`config.mk`:
```
export PLATFORM = sky130hd
export DESIGN_NAME = cmd_reg_decoder
export DESIGN_NICKNAME = d
export VERILOG_FILES = /design/src/rtl/cmd_reg_decoder.sv
export SDC_FILE = /design/constraint.sdc
export NUM_CORES = 2
export LEC_CHECK = 0
export CORE_UTILIZATION = 55
export DETAILED_ROUTE_END_ITERATION = 16
export HOLD_SLACK_MARGIN = 0.08
export PLACE_DENSITY = 0.75
export SLEW_MARGIN = 20
export SYNTH_ARGS = -nofsm -noshare
export SYNTH_HDL_FRONTEND = slang
export SYNTH_SLANG_ARGS = --single-unit
```
`constraint.sdc`:
```
create_clock -name clk -period 4.7 [get_ports clk]
set_input_delay 0.94 -clock clk [delete_from_list [all_inputs] [get_ports clk]]
set_output_delay 0.94 -clock clk [all_outputs]
set_load 0.02 [all_outputs]
```
`src/rtl/cmd_reg_decoder.sv`:
```
module cmd_reg_decoder #(
  parameter int REG_COUNT = 64,
  parameter logic [7:0] LEAD_BYTE = 8'hAF,
  parameter logic [7:0] OP_WRITE = 8'h20,
  parameter logic [7:0] OP_COPY = 8'h6A,
  parameter logic [7:0] LOCK_ADDR = 8'hFF,
  parameter int COPY_TAIL = 7
) (
  input  logic                   clk,
  input  logic                   rst_n,
  input  logic                   in_valid,
  input  logic [7:0]             in_data,
  output logic                   in_ready,
  output logic [8*REG_COUNT-1:0] regs_o,
  output logic                   commit_o
);
  localparam int CW = $clog2(COPY_TAIL + 1);
  localparam logic [2:0] S_HUNT = 3'd0, S_OPC = 3'd1, S_ADDR = 3'd2,
                         S_DATA = 3'd3, S_SKIP = 3'd4;

  logic [2:0]    st_q;
  logic [7:0]    addr_q;
  logic [CW-1:0] cnt_q;
  logic          locked_q;
  logic [7:0]    shadow [REG_COUNT];
  logic [7:0]    active [REG_COUNT];

  wire wr_fire   = in_valid && (st_q == S_DATA);
  wire bank_hit  = wr_fire && ({24'd0, addr_q} < REG_COUNT);
  wire ctl_hit   = wr_fire && (addr_q == LOCK_ADDR);
  wire lock_go   = ctl_hit && (in_data == 8'h00);
  wire unlock_go = ctl_hit && (in_data == 8'hFF);

  assign in_ready = 1'b1;

  always_ff @(posedge clk or negedge rst_n) begin
    if (!rst_n) begin
      st_q   <= S_HUNT;
      addr_q <= '0;
      cnt_q  <= '0;
    end else if (in_valid) begin
      case (st_q)
        S_HUNT: if (in_data == LEAD_BYTE) st_q <= S_OPC;
        S_OPC: begin
          cnt_q <= '0;
          if (in_data == OP_WRITE) st_q <= S_ADDR;
          else if (in_data == OP_COPY) st_q <= S_SKIP;
          else st_q <= S_HUNT;
        end
        S_ADDR: begin
          addr_q <= in_data;
          st_q   <= S_DATA;
        end
        S_DATA: st_q <= S_HUNT;
        S_SKIP: begin
          if (cnt_q == CW'(COPY_TAIL - 1)) st_q <= S_HUNT;
          cnt_q <= cnt_q + 1'b1;
        end
        default: st_q <= S_HUNT;
      endcase
    end
  end

  always_ff @(posedge clk or negedge rst_n) begin
    if (!rst_n) begin
      locked_q <= 1'b0;
      commit_o <= 1'b0;
    end else begin
      commit_o <= unlock_go;
      if (lock_go) locked_q <= 1'b1;
      else if (unlock_go) locked_q <= 1'b0;
    end
  end

  for (genvar i = 0; i < REG_COUNT; i++) begin : g_reg
    wire sel = bank_hit && (addr_q == 8'(i));
    always_ff @(posedge clk or negedge rst_n) begin
      if (!rst_n) begin
        shadow[i] <= '0;
        active[i] <= '0;
      end else begin
        if (sel) shadow[i] <= in_data;
        if (unlock_go) active[i] <= shadow[i];
        else if (sel && !locked_q) active[i] <= in_data;
      end
    end
    assign regs_o[8*i +: 8] = active[i];
  end
endmodule


```
==> results.sh <==
export IMPL_dp_hpwl_um=81700
export IMPL_async_flop_share_pct=100
export IMPL_cp_start_kind="register"
export IMPL_grtUsageTotal_pct=32.7
export IMPL_layout_cells_non_filler=5159
export IMPL_timing_slew_headroom_pct=15.6
export IMPL_cp_end_kind="register"
export IMPL_yosysWarnings=0
export IMPL_finalHoldViolCount=0
export IMPL_powerDensity_mw_per_mm2=331
export IMPL_grt_pass1_vias=32844
export IMPL_holdBufCountCts=0
export IMPL_clock_sinks=1040
export IMPL_die_h_um=287
export IMPL_leakage_nw=28.1
export IMPL_criticalPathCategory="register to register"
export IMPL_crit_path_max_incr_delay_ns=1.09
export IMPL_vias=32597
export IMPL_peakVddDrop_v=0.000323
export IMPL_cp_arrival_ns=3.90
export IMPL_whs_ns=0.365
export IMPL_postRouteAntennaNets=0
export IMPL_syn_inst=3641
export IMPL_die_width_um=287
export IMPL_grt_ovfl_total=0
export IMPL_areaGrowthSynthToFinish_pct=21.7
export IMPL_cts_max_path_buffers=3
export IMPL_synth_top_family_by_area="multiplexers"
export IMPL_h_tree_depth=3
export IMPL_clk_pin_slew_ns=0.06
export IMPL_worst_hold_path_type="input port to async pin"
export IMPL_antenna_cells=0
export IMPL_top_layer="met4"
export IMPL_grt_max_degree=194
export IMPL_slowest_stage="nor3b_2"
export IMPL_synth_area_per_cell_um2=12.3
export IMPL_post_cts_repair_setup_buffers=0
export IMPL_drt_drc_violations_left=0
export IMPL_skew_ns=0.0159
export IMPL_routed_wl_um=136000
export IMPL_wire_per_inst_um=26.3
export IMPL_port_buffers=523
export IMPL_grt_pass1_wl_um=206000
export IMPL_netlist_area_mm2=0.0446
export IMPL_synth_edf_count=0
export IMPL_post_synth_top_area_fraction_pct=58.3
export IMPL_cp_max_fo=13
export IMPL_final_nets=4031
export IMPL_cts_resized_gates=0
export IMPL_ys_seq_area_share_pct=58.3
export IMPL_period_minus_slack_ns=3.39
export IMPL_grt_antenna_before_repair=1
export IMPL_ys_ff_latch=1040
export IMPL_route_met2_wl_um=64200
export IMPL_tns_ns=0
export IMPL_setup_slack_ns=1.31
export IMPL_synth_xor_xnor_area_share_pct=0
export IMPL_ys_types=43
export IMPL_synth_area_leaders="dfrtp_1, mux2i_1, mux2_2"
export IMPL_worstPathRequired_ns=5.21
export IMPL_clockRootBuffer="clkbuf_16"
export IMPL_io_pins=525
export IMPL_drtIter0Drc=3079
export IMPL_die_area_mm2=0.0823
export IMPL_outcome="finished clean"
export IMPL_yosys_most_used_dff="dfrtp_1"
export IMPL_wl_met3_um=10000
export IMPL_gp_congestion=0.801
export IMPL_drive_gt1_share_pct=17.1
export IMPL_worstMarginPinSlew_ns=1.26
export IMPL_routed_via_density=6.32
export IMPL_fin_util_pct=67.5
export IMPL_cts_made_buffers=103
export IMPL_synthMuxAreaShare_pct=24.6
export IMPL_drt_first_pass_iters=5
export IMPL_maxSlewViolCount=0
export IMPL_r2r_cells=5
export IMPL_start_util_pct=55.5
export IMPL_drv_cap=0
export IMPL_fin_crit_sh_pct=72.2
export IMPL_clk_latency_ns=0.64
export IMPL_synth_simple_area_share_pct=8.07
export IMPL_yosys_area_top_type="dfrtp_1"
export IMPL_wl_met1_um=56100
export IMPL_fmax_ghz=0.295
export IMPL_placed_cells=4973
export IMPL_dp_slack_ns=1.11
export IMPL_cts_tree="built"
export IMPL_setup_viol=0
export IMPL_fp_row_count=104
export IMPL_rsz0062_at_grt="no"
export IMPL_synth_adder_area_share_pct=0.0561
export IMPL_synth_nets=3654
export IMPL_fp_coreArea_mm2=0.0804
export IMPL_crit_path_cell_trace="nor3b_2 -> buf_4 -> nand4_1 -> mux2i_1 -> o21ai_0"
export IMPL_synth_compound_area_share_pct=6.01
## cells in the mapped netlist, drive strengths merged (2+ instances only)
cell type / count
o21ai: 517
a21oi: 4
nor2: 11
nor3b: 2
nor2b: 2
a21boi: 2
mux2i: 512
buf: 42
inv: 4
nand2: 70
nand2b: 6
nor3: 12
mux2: 520
clkbuf: 287
o2bb2ai: 2
dfrtp: 1040
and4: 2
and4b: 2
and2: 6
nor4b: 2
o41ai: 2
ha: 2
nand4: 66
nor4: 3
nand3: 513
## cell families (layout without fill, tap and decap cells)
family | count (synthesis) | after routing
AOI/OAI and AO/OA | 530 | 530
adders and majority gates | 2 | 2
buffers and inverters | 333 | 791
DFF | 1040 | 1040
muxes | 1032 | 1032
other | 1 | 1
and+or+nand+nor | 703 | 703
## per-layer routing
layer / GRT usage, % / vias to the layer above
li1: - / 13889
met1: 46.0 / 16962
met2: 51.3 / 1481
met3: 4.95 / 265
met4: 13.4 / 0
met5: 0 / -
## sequential cells by signal, summed over array words and instances (netlist names)
signal,count
commit_o,1
st_q,3
cnt_q,3
locked_q,1
shadow,512
regs_o,512
addr_q,8
## area by class of cell
class | instances | area, um2
Multi-Input combinational cell | 2268 | 17400
Inverter | 4 | 15.0
Tap cell | 1060 | 1330
Clock inverter | 30 | 320
Fill cell | 5974 | 26100
Clock buffer | 156 | 3140
Timing Repair Buffer | 601 | 6060
Sequential cell | 1040 | 26000
## through the flow
stage,power (mW),cell area (um2)
after floorplan,9.34,44600
after global placement,9.72,50800
after detailed placement,9.73,50800
after CTS,18.1,54300
after global routing,18.4,54300
final,18.0,54300
## cell usage in the layout (no fill, tap or decap), types with 9 or more instances in the layout
cell type	instances
clkbuf_16	105
mux2_1	95
dfrtp_1	1040
clkinv_2	18
nor2_1	9
nand4_1	65
buf_4	64
o21ai_0	516
buf_12	19
mux2_2	425
nand2_1	70
nand3_1	513
clkbuf_8	32
mux2i_1	512
clkdlybuf4s50_1	514
clkbuf_1	19
## where the power goes
part           switching, mW  leakage (nW)  internal (mW)
Sequential            0.0352          14.5           8.97
Clock                   3.49          1.72           4.92
Combinational          0.472          11.8         0.0898
Total                   4.00          28.1           14.0
## critical path: cells and delay by family (launching register included)
kind | cells | cell delay (ns)
multiplexers | 1 | 0.37
flip-flops | 1 | 0.71
AO/OA/AOI/OAI | 1 | 0.10
buffers and inverters | 1 | 0.39
AND/OR/NAND/NOR | 2 | 1.67
## path summary, 6_finish.rpt
path | from | endpoint | slack [ns]
max | addr_q[2] | regs_o[311] | 1.31
min | rst_n | shadow[390] | 0.36
max reg2reg | addr_q[2] | regs_o[311] | 1.31
min reg2reg | shadow[475] | shadow[475] | 0.49
max in group asynchronous | rst_n | shadow[119] | 3.10
min in group clk | shadow[475] | shadow[475] | 0.49
Note: power is estimated with default switching activity, not from simulation.
